==> config.mk <==
export PLATFORM = sky130hd
export DESIGN_NAME = dram_page_ctrl
export DESIGN_NICKNAME = d
export VERILOG_FILES = /design/src/rtl/dpc_pkg.sv /design/src/rtl/dpc_row_table.sv /design/src/rtl/dpc_close_policy.sv /design/src/rtl/dpc_rd_pipe.sv /design/src/rtl/dram_page_ctrl.sv
export SDC_FILE = /design/constraint.sdc
export NUM_CORES = 1
export LEC_CHECK = 0
export BUFFER_PORTS_ARGS = -buffer_cell sky130_fd_sc_hd__buf_4
export CORE_AREA = 10 10 107 109
export CTS_CLUSTER_SIZE = 30
export DETAILED_ROUTE_END_ITERATION = 6
export DIE_AREA = 0 0 117 119
export MAX_ROUTING_LAYER = met4
export SLEW_MARGIN = 20
export SYNTH_ARGS = -nofsm -noshare
export SYNTH_HDL_FRONTEND = slang
export SYNTH_SLANG_ARGS = --single-unit
==> constraint.sdc <==
create_clock -name clk -period 2.7 [get_ports clk]
set_input_delay 0.405 -clock clk [delete_from_list [all_inputs] [get_ports clk]]
set_output_delay 0.405 -clock clk [all_outputs]
set_load 0.005 [all_outputs]
==> src/rtl/dpc_pkg.sv <==
// Shared encodings for the open-page controller.
// Assumes: command and class codes are consumed by neighbouring logic as listed.
package dpc_pkg;
    typedef enum logic [2:0] {
        OP_NOP = 3'd0,
        OP_ACT = 3'd1,
        OP_RD  = 3'd2,
        OP_WR  = 3'd3,
        OP_PRE = 3'd4
    } dpc_op_e;

    typedef enum logic [1:0] {
        CL_CLOSED = 2'd0,
        CL_HIT    = 2'd1,
        CL_MISS   = 2'd2
    } dpc_class_e;
endpackage

==> src/rtl/dpc_row_table.sv <==
// Per-bank open-row record and lookup.
// Holds one valid bit and one row register per bank. Activates set an entry,
// precharges clear it. Lookup is combinational.
// Assumes: open_we and close_we never target the same bank in one cycle.
module dpc_row_table #(
    parameter int NUM_BANKS = 4,
    parameter int ROW_W     = 12,
    localparam int BANK_W   = (NUM_BANKS > 1) ? $clog2(NUM_BANKS) : 1
) (
    input  logic              clk,
    input  logic              rst_n,
    input  logic [BANK_W-1:0] lk_bank,
    input  logic [ROW_W-1:0]  lk_row,
    output logic [1:0]        lk_class,
    input  logic              open_we,
    input  logic              close_we,
    input  logic [BANK_W-1:0] upd_bank,
    input  logic [ROW_W-1:0]  upd_row,
    output logic [NUM_BANKS-1:0] open_mask
);
    import dpc_pkg::*;

    logic [ROW_W-1:0] row_q [NUM_BANKS];

    for (genvar b = 0; b < NUM_BANKS; b++) begin : g_bank
        // Track open state and row of bank b.
        always_ff @(posedge clk) begin
            if (!rst_n) begin
                open_mask[b] <= 1'b0;
                row_q[b]     <= '0;
            end else if (open_we && upd_bank == BANK_W'(b)) begin
                open_mask[b] <= 1'b1;
                row_q[b]     <= upd_row;
            end else if (close_we && upd_bank == BANK_W'(b)) begin
                open_mask[b] <= 1'b0;
            end
        end
    end

    // Classify the looked-up address against the record.
    always_comb begin
        if (!open_mask[lk_bank])          lk_class = CL_CLOSED;
        else if (row_q[lk_bank] == lk_row) lk_class = CL_HIT;
        else                               lk_class = CL_MISS;
    end
endmodule

==> src/rtl/dpc_close_policy.sv <==
// Page-close decision logic.
// Decides whether to close a row after an access, and whether to sweep open
// banks closed while idle. It also picks the lowest open bank for a sweep.
// Assumes: page_mode and cpu_idle are valid every cycle.
module dpc_close_policy #(
    parameter int NUM_BANKS = 4,
    localparam int BANK_W   = (NUM_BANKS > 1) ? $clog2(NUM_BANKS) : 1
) (
    input  logic [1:0]           page_mode,
    input  logic                 cpu_idle,
    input  logic [NUM_BANKS-1:0] open_mask,
    output logic                 close_after,
    output logic                 sweep_req,
    output logic [BANK_W-1:0]    sweep_bank
);
    logic idle_mode;
    assign idle_mode = (page_mode == 2'b11);

    // Modes 00/01 always close; 11 closes when idle; 10 keeps the row open.
    always_comb close_after = !page_mode[1] || (idle_mode && cpu_idle);

    // Request an idle sweep while any bank is open.
    always_comb sweep_req = idle_mode && cpu_idle && (|open_mask);

    // Priority pick of the lowest open bank.
    always_comb begin
        sweep_bank = '0;
        for (int b = NUM_BANKS - 1; b >= 0; b--) begin
            if (open_mask[b]) sweep_bank = BANK_W'(b);
        end
    end
endmodule

==> src/rtl/dpc_rd_pipe.sv <==
// Read-return timing pipe.
// Delays a read-issue pulse by a short or a long CAS latency, chosen by cas_sel.
// Assumes: cas_sel is stable while reads are in flight.
module dpc_rd_pipe #(
    parameter int LAT_SHORT = 2,
    parameter int LAT_LONG  = 3
) (
    input  logic       clk,
    input  logic       rst_n,
    input  logic       rd_issue,
    input  logic [1:0] cas_sel,
    output logic       rd_valid
);
    logic [LAT_LONG-1:0] stage_q;

    // Shift read pulses down the latency line.
    always_ff @(posedge clk) begin
        if (!rst_n) stage_q <= '0;
        else        stage_q <= {stage_q[LAT_LONG-2:0], rd_issue};
    end

    // Tap the stage that matches the selected latency.
    always_comb rd_valid = (cas_sel == 2'b00) ? stage_q[LAT_SHORT-1] : stage_q[LAT_LONG-1];
endmodule

==> src/rtl/dram_page_ctrl.sv <==
// DRAM open-page policy controller (top).
// Accepts one request at a time. It classifies the request against the per-bank
// open rows and sequences precharge, activate and column commands with minimum
// gaps T_RP and T_RCD. After the access it applies the page policy.
// Assumes: configuration inputs change only while the controller is idle.
module dram_page_ctrl #(
    parameter int NUM_BANKS = 4,
    parameter int ROW_W     = 12,
    parameter int COL_W     = 8,
    parameter int T_RCD     = 2,
    parameter int T_RP      = 2,
    localparam int BANK_W   = (NUM_BANKS > 1) ? $clog2(NUM_BANKS) : 1,
    localparam int ADDR_W   = (ROW_W > COL_W) ? ROW_W : COL_W
) (
    input  logic              clk,
    input  logic              rst_n,
    input  logic              req_valid,
    output logic              req_ready,
    input  logic              req_write,
    input  logic [BANK_W-1:0] req_bank,
    input  logic [ROW_W-1:0]  req_row,
    input  logic [COL_W-1:0]  req_col,
    output logic [1:0]        req_class,
    input  logic [1:0]        page_mode,
    input  logic [1:0]        cas_sel,
    input  logic              leadoff_cut,
    input  logic              cpu_idle,
    output logic              cmd_valid,
    output logic [2:0]        cmd_op,
    output logic [BANK_W-1:0] cmd_bank,
    output logic [ADDR_W-1:0] cmd_addr,
    output logic              rd_valid
);
    import dpc_pkg::*;

    localparam int GAP_MAX = (T_RCD > T_RP) ? T_RCD : T_RP;
    localparam int CW      = $clog2(GAP_MAX + 1) + 1;

    typedef enum logic [2:0] {
        S_IDLE, S_PRE, S_ACT, S_WAIT, S_COL, S_CLOSE, S_SWEEP
    } st_e;

    st_e               state, tgt;
    logic [CW-1:0]     cnt;
    logic [BANK_W-1:0] cur_bank;
    logic [ROW_W-1:0]  cur_row;
    logic [COL_W-1:0]  cur_col;
    logic              cur_wr;
    logic [NUM_BANKS-1:0] open_mask;
    logic              close_after, sweep_req;
    logic [BANK_W-1:0] sweep_bank;
    logic [CW-1:0]     rcd_gap;

    dpc_row_table #(.NUM_BANKS(NUM_BANKS), .ROW_W(ROW_W)) u_table (
        .clk(clk), .rst_n(rst_n),
        .lk_bank(req_bank), .lk_row(req_row), .lk_class(req_class),
        .open_we(state == S_ACT),
        .close_we(state == S_PRE || state == S_CLOSE || state == S_SWEEP),
        .upd_bank(cur_bank), .upd_row(cur_row), .open_mask(open_mask)
    );

    dpc_close_policy #(.NUM_BANKS(NUM_BANKS)) u_policy (
        .page_mode(page_mode), .cpu_idle(cpu_idle), .open_mask(open_mask),
        .close_after(close_after), .sweep_req(sweep_req), .sweep_bank(sweep_bank)
    );

    dpc_rd_pipe #(.LAT_SHORT(2), .LAT_LONG(3)) u_rdpipe (
        .clk(clk), .rst_n(rst_n), .rd_issue(cmd_op == OP_RD),
        .cas_sel(cas_sel), .rd_valid(rd_valid)
    );

    // Activate-to-column gap, shortened by one when leadoff reduction is on.
    always_comb rcd_gap = CW'(T_RCD) - CW'(leadoff_cut);

    // Command sequencer.
    always_ff @(posedge clk) begin
        if (!rst_n) begin
            state    <= S_IDLE;
            tgt      <= S_IDLE;
            cnt      <= '0;
            cur_bank <= '0;
            cur_row  <= '0;
            cur_col  <= '0;
            cur_wr   <= 1'b0;
        end else begin
            case (state)
                S_IDLE: begin
                    if (req_valid) begin
                        cur_bank <= req_bank;
                        cur_row  <= req_row;
                        cur_col  <= req_col;
                        cur_wr   <= req_write;
                        case (req_class)
                            CL_HIT:  state <= S_COL;
                            CL_MISS: state <= S_PRE;
                            default: state <= S_ACT;
                        endcase
                    end else if (sweep_req) begin
                        cur_bank <= sweep_bank;
                        state    <= S_SWEEP;
                    end
                end
                S_PRE: begin
                    if (T_RP > 1) begin
                        cnt <= CW'(T_RP - 1); tgt <= S_ACT; state <= S_WAIT;
                    end else state <= S_ACT;
                end
                S_ACT: begin
                    if (rcd_gap > CW'(1)) begin
                        cnt <= rcd_gap - CW'(1); tgt <= S_COL; state <= S_WAIT;
                    end else state <= S_COL;
                end
                S_COL:   state <= close_after ? S_CLOSE : S_IDLE;
                S_CLOSE, S_SWEEP: begin
                    if (T_RP > 1) begin
                        cnt <= CW'(T_RP - 1); tgt <= S_IDLE; state <= S_WAIT;
                    end else state <= S_IDLE;
                end
                S_WAIT: begin
                    if (cnt <= CW'(1)) state <= tgt;
                    else               cnt   <= cnt - CW'(1);
                end
                default: state <= S_IDLE;
            endcase
        end
    end

    // Drive the command bus from the current state.
    always_comb begin
        cmd_op   = OP_NOP;
        cmd_addr = '0;
        case (state)
            S_ACT: begin cmd_op = OP_ACT; cmd_addr = ADDR_W'(cur_row); end
            S_COL: begin cmd_op = cur_wr ? OP_WR : OP_RD; cmd_addr = ADDR_W'(cur_col); end
            S_PRE, S_CLOSE, S_SWEEP: cmd_op = OP_PRE;
            default: ;
        endcase
    end

    assign cmd_bank  = cur_bank;
    assign cmd_valid = (cmd_op != OP_NOP);
    assign req_ready = (state == S_IDLE);

    // ---------------- assertions ----------------
    logic col_cmd;
    assign col_cmd = (cmd_op == OP_RD) || (cmd_op == OP_WR);

    // modes 00/01 precharge the same bank right after a column command.
    a_r1_close_after_col: assert property (@(posedge clk) disable iff (!rst_n)
        (col_cmd && !page_mode[1]) |=> (cmd_op == OP_PRE && cmd_bank == $past(cmd_bank)));

    a_r3_row_kept_open: assert property (@(posedge clk) disable iff (!rst_n)
        (col_cmd && page_mode == 2'b10) |=> (cmd_op != OP_PRE));

    a_r4_close_when_idle: assert property (@(posedge clk) disable iff (!rst_n)
        (col_cmd && page_mode == 2'b11) |=> ((cmd_op == OP_PRE) == $past(cpu_idle)));

    a_r6_precharge_gap: assert property (@(posedge clk) disable iff (!rst_n)
        (cmd_op == OP_PRE) |=> (cmd_op != OP_ACT));

    a_r7_rcd_gap: assert property (@(posedge clk) disable iff (!rst_n)
        (cmd_op == OP_ACT && !leadoff_cut) |=> !col_cmd);

    a_r9_cas_short: assert property (@(posedge clk) disable iff (!rst_n)
        (cmd_op == OP_RD && cas_sel == 2'b00) |-> ##2 rd_valid);

    a_r9_cas_long: assert property (@(posedge clk) disable iff (!rst_n)
        (cmd_op == OP_RD && cas_sel != 2'b00) |-> ##3 rd_valid);

    a_r11_ready_quiet: assert property (@(posedge clk) disable iff (!rst_n)
        req_ready |-> !cmd_valid);
endmodule

Yosys cells after proc, flatten, opt, wreduce, memory -nomap -nowiden
Memories as Yosys holds them, arrays and structs flattened.
Index checks and enable logic that the tools add are counted.
- equal/unequal tests: 18
- bitwise logic cells: 4
- muxes and demuxes: 51
- $lt $le $gt $ge: 3
- add/sub/neg operators: 3
- reductions and logical operators: 33
- operators with widths (operator ; count):
    $mux W12 ; 4
    $pmux W3 S3 ; 3
    $mux W1 ; 24
    $mux W3 ; 8
    $pmux W12 S2 ; 1
    $mux W2 ; 8
    $pmux W3 S5 ; 1
    $eq A12 B12 Y1 ; 1
    $logic_and A1 B1 Y1 ; 10
    $reduce_bool A2 Y1 ; 5
    $eq A3 B2 Y1 const B ; 3
    $eq A3 B3 Y1 const B ; 3
    $reduce_bool A3 Y1 ; 3
    $eq A2 B2 Y1 const B ; 4
    $reduce_and A2 Y1 ; 4
    $ne A2 B2 Y1 const B ; 3
    $pmux W3 S2 ; 1
    $sub A3 B1 Y3 const B ; 2
    $eq A2 B1 Y1 const B ; 2
    $logic_not A2 Y1 ; 2
    $or A1 B1 Y1 ; 4
    $reduce_or A4 Y1 ; 1
    $eq A3 B1 Y1 const B ; 1
    $gt A3 B1 Y1 const B ; 1
    other kinds (11) ; 13
- input bits: 32
- register bits after elaboration: 39
- memories: 1
- bits in writable memories: 48
- logic and storage cells: 125
- memory list (name ; words ; width ; read ports ; clocked after Yosys merged registers in ; write ports ; RTL line ; RTL):
    u_table.row_q ; 4 ; 12 ; 1 ; 0 ; 4 ; dpc_row_table.sv:23 ; logic [ROW_W-1:0] row_q [NUM_BANKS];

Logic depth before layout (Yosys ltp)
An unclocked memory read counts as a cell.
- word-level depth: 8
- gate-level depth with buffers: 8

By module
A second synthesis with hierarchy kept.
- cells, all modules: 407
- area, all modules: 4372.9 um^2
- by module, submodules not included (module ; area each (um^2) ; times used ; cells each ; seq. area each (um^2)):
    dpc_row_table ; 2488.6 ; 1 ; 166 ; 1521.5
    dram_page_ctrl ; 1741.7 ; 1 ; 223 ; 620.6
    dpc_rd_pipe ; 93.8 ; 1 ; 8 ; 60.1
    dpc_close_policy ; 48.8 ; 1 ; 10 ; 0.0

Worst setup path before layout
No wires, ideal clock.
- path type: input -> output
- start point: input req_bank[0]
- end point: output req_class[1]
- slack: 525 ps
- buffers on the path: 1
- data arrival time: 1770 ps
- stages: 6
- cell sequence: buf_6 > mux4_1 > xor2_1 > nor4_4 > nor3b_2 > nor2b_1
- longest elaborated chain between the ends: 4
- elaborated cells between the ends (all ways): 6
- those cells by class: 1 x eq/ne; 4 x mux; 1 x memory
- RTL lines (what ; RTL line ; RTL):
    from (decl) ; dram_page_ctrl.sv:20 ; input logic [BANK_W-1:0] req_bank,
    $mem_v2 Z4 W12 ; - ;
    $eq A12 B12 Y1 ; dpc_row_table.sv:43 ; else if (row_q[lk_bank] == lk_row) lk_class = CL_HIT;
    $mux W2 ; dpc_row_table.sv:43 ;
    $mux W2 (*) ; dpc_row_table.sv:42 ; if (!open_mask[lk_bank]) lk_class = CL_CLOSED;
    to (decl) ; dram_page_ctrl.sv:23 ; output logic [1:0] req_class,
Every way passes the cells marked *; elsewhere a longest branch is shown, timed or not. The select of a mux whose other input is x is not followed.

Worst setup path in the final report
- start point: memory u_table.row_q[0][0]
- end point: output req_class[1]
- longest elaborated chain between the ends: 4
- RTL lines (what ; RTL line):
    from (decl) ; dpc_row_table.sv:23
    $mem_v2 Z4 W12 ; -
    $eq A12 B12 Y1 ; dpc_row_table.sv:43
    $mux W2 ; dpc_row_table.sv:43
    $mux W2 ; dpc_row_table.sv:42
Every way passes these cells.

==> Flow_metrics.wiki <==
{| class="wikitable"
! Metric !! Value
|-
| Run status || finished, final reports clean
|-
| Setup Skew || approximately 0.012 ns
|-
| Number of violations reported at the end of detailed-routing iteration 0 || around 190
|-
| Proportion of total power due to net switching || 0.3598
|-
| Largest net degree at the start of global routing || 21
|-
| Layout area overhead || 17.38%
|-
| Cell area after synthesis || approximately 4100 um^2
|-
| Kind of end point of the critical path || output pin
|-
| Root buffer selected by CTS || sky130_fd_sc_hd__clkbuf_8
|-
| Final slew viol count || 0
|-
| Seq cells post-synth || 86
|-
| Final number of setup-violating endpoints || 0
|-
| Width of the die || approximately 120 um
|-
| Proportion of synthesized chip area in sequential cells || 0.5330
|-
| Clk pin slew, worst setup/hold paths || 0.09 ns
|-
| Met3 wire length || approximately 620 um
|-
| Leakage power summed over all cells || around 1.9 nW
|-
| Number of routed nets with antenna violations || 0
|-
| Combinational group share of total power || 0.340
|-
| Fin crit share || 0.9761
|-
| Pwr per Cell Area || 817.3 nW/um^2
|-
| Cell type with the largest total area after synthesis || sky130_fd_sc_hd__edfxtp_1
|-
| Standard-cell rows || 36
|-
| Worst path arrival time || 2.23 ns
|-
| Total of warnings raised by yosys || 0
|-
| Amount of wire on met2 after detailed routing || just over 5 mm
|-
| Post-Syn Nets || 420
|-
| Number of buffers created by CTS || 9
|-
| Post-synth ARST share || 0
|-
| Peak supply drop || 0.3413 mV
|-
| Total placed instance area || between 4000 and 5000 um^2
|-
| Synthesized netlist cell count || roughly 380
|-
| Largest fanout on the critical path || 2
|-
| Kind of launch point of the worst setup path || register
|-
| Maximum achievable frequency || roughly 380 MHz
|-
| Top-Level Pins || 54
|-
| Slew of the pin with the lowest slew margin || just under 0.9 ns
|-
| HP Class || in2reg
|-
| Wirelength per Cell || 18.43 um
|-
| HPWL after detailed placement || slightly above 7 mm
|-
| Startpoint of the most critical hold path || req_col[4]
|-
| Top metal layer carrying routed signals || met4
|-
| Post-synth top flop || sky130_fd_sc_hd__edfxtp_1
|-
| Core ar. || 9459 um^2
|-
| Count of vias placed by the detailed router || 2,989
|-
| Floorplan die area || roughly 14,000 um^2
|-
| Number of antenna violations at the first check in global routing || 0
|-
| Latest clock arrival within the worst-skew pair || ~0.36 ns
|-
| Clock tree sinks || 86
|-
| List of most frequent post-synthesis cells || sky130_fd_sc_hd__nand2_1 (58), sky130_fd_sc_hd__and2_1 (55), sky130_fd_sc_hd__edfxtp_1 (48)
|-
| Number of hold-slack violations in the final timing report || 0
|-
| Final antenna diode count || 0
|-
| Total wire length after detailed routing || 10.27 mm
|-
| Clock period minus worst slack || 2.636 ns
|-
| Cell internal pwr || 2.538 mW
|-
| Area of all placed cells without fillers || approximately 4800 um^2
|-
| Final setup TNS || 0 ns
|-
| H-tree levels || 3
|-
| Synth top area share || 0.3489
|-
| Max-Cap Viols || 0
|-
| Critical path class || reg2out
|-
| Part of the power in the clock network || 0.208
|-
| Number of synthesized flops with an enable pin || 48
|-
| Detailed-routing wirelength on met1 || between 4 and 5 mm
|-
| Number of remaining DRC errors || 0
|-
| Data required time of the critical path || approximately 2.3 ns
|-
| Number of hold buffers added after CTS || 0
|-
| Worst rel slew slack || 0.4110
|-
| Cell with the most instances after synthesis || sky130_fd_sc_hd__nand2_1
|-
| Synth unique cells || 45
|-
| Reg-to-Reg Start || state[0]
|-
| Initial Utilization || 0.4368
|-
| Overall routing resource usage || 0.1570
|-
| Setup repair after global routing missed its margin || true
|-
| Floorplan die height || around 120 um
|-
| Number of input and output port buffers inserted || between 50 and 60
|-
| Crit. Startpoint || u_table.row_q[0][0]
|-
| Routability cong. || between 0.8 and 0.9
|-
| Vias per cell || 5.366
|-
| Wire length of the first global-routing pass || approximately 16 mm
|-
| DRT Pass-1 Iters || 4
|-
| Clock tree from TritonCTS || done
|-
| Nets@finish || 477
|-
| Synth top area cells || sky130_fd_sc_hd__edfxtp_1 (35%), sky130_fd_sc_hd__dfxtp_1 (18%), sky130_fd_sc_hd__and2_1 (8.3%)
|-
| P_sw || between 1 and 1.5 mW
|-
| Post-synthesis average cell area || approximately 11 um^2
|-
| Buffer levels on the longest clock path || 2
|-
| Via count of the first global-routing pass || around 3,000
|-
| Remaining global-route overflow || 0
|-
| Postcts setup bufs || 0
|-
| Seq pwr share || 0.452
|-
| Layout cell share with drive strength beyond 1 || 0.2144
|}
==> cell families (layout without fill, tap and decap cells) <==
logic type      after synthesis  in the layout  share of synthesized area
buf+inv                      31             93                    0.03422
xor+xnor                     12             12                    0.02544
fa+ha+maj                     7              7                    0.02120
flops                        86             86                     0.5330
simple gates                157            157                     0.1984
mux                          15             15                    0.07995
compound gates               73             73                     0.1078
==> flip-flops by register name, indices dropped and copies added, names as in the netlist <==
signal,flops
u_table.row_q,48
cnt,3
cur_row,12
u_table.open_mask,4
cmd_bank,2
tgt,2
cur_wr,1
u_rdpipe.stage_q,3
cur_col,8
state,3
==> timing repair <==
item | 4_1_cts | 5_1_grt
hold endpoints to repair | 0 | 0
setup endpoints to repair | 0 | 1
gates resized for setup | 0 | 1
==> per-stage QoR <==
step / hold slack [ns] / worst slack [ns] / util / std cells / power, mW
after global placement: 0.4245 / 0.1526 / 0.4950 / 541 / 3.158
after global routing: 0.2957 / -0.004069 / 0.5127 / 557 / 4.229
after detailed placement: 0.4242 / 0.1307 / 0.4950 / 541 / 3.176
after CTS: 0.2828 / 0.03221 / 0.5131 / 557 / 3.991
after floorplan: 0.4119 / 0.5254 / - / 381 / 2.609
final: 0.2883 / 0.06441 / 0.5127 / 557 / 3.964
==> critical path: stages (launching register included) <==
cell and delay (ns):
sky130_fd_sc_hd__edfxtp_1 0.38, sky130_fd_sc_hd__mux4_1 0.53, sky130_fd_sc_hd__xor2_1 0.18, sky130_fd_sc_hd__nor4_4 0.29, sky130_fd_sc_hd__nor3b_2 0.26, sky130_fd_sc_hd__nor2b_1 0.09
sky130_fd_sc_hd__buf_4 0.14
==> layer usage <==
| metal | up-vias | global-route usage |
|---|---|---|
| li1 | 1460 | - |
| met1 | 1434 | 0.2091 |
| met2 | 82 | 0.2311 |
| met3 | 13 | 0.02460 |
| met4 | 0 | 0.06801 |
| met5 | - | - |
==> layout make-up <==
type / instances / area (um^2)
timing repair buffer: 66 / 508.0
clock buffer: 9 / 123.9
inverter: 11 / 41.29
clock inverter: 7 / 47.55
fill: 873 / 4609
sequential: 86 / 2202
multi-input combinational: 264 / 1784
tap: 114 / 142.6
==> layout by cell type, fill, tap and decap left out, drive strengths merged, types with 10 or more instances in the layout <==
cell type / instances
mux4: 13
edfxtp: 48
nor2: 14
buf: 66
inv: 14
a21oi: 36
dfxtp: 38
nand2: 58
and2: 56
o21ai: 10
==> power by group through the flow <==
stage                     Combinational (mW)  Clock, mW  Sequential [mW]
after floorplan                        0.854          0             1.75
after global placement                  1.34          0             1.82
after detailed placement                1.35          0             1.82
after CTS                               1.36      0.838             1.79
after global routing                    1.50      0.898             1.83
final                                   1.35      0.822             1.79
==> path summary, 6_finish.rpt <==
| check | slack (ns) | cells past startpoint | endpoint |
|---|---|---|---|
| hold / removal | 0.29 | 3 | cur_col[4] |
| setup / recovery | 0.06 | 6 | req_class[1] |
| hold reg to reg | 0.44 | 1 | u_rdpipe.stage_q[1] |
| setup reg to reg | 0.37 | 6 | u_table.row_q[3][0] |
Note: power is estimated with default switching activity, not from simulation.
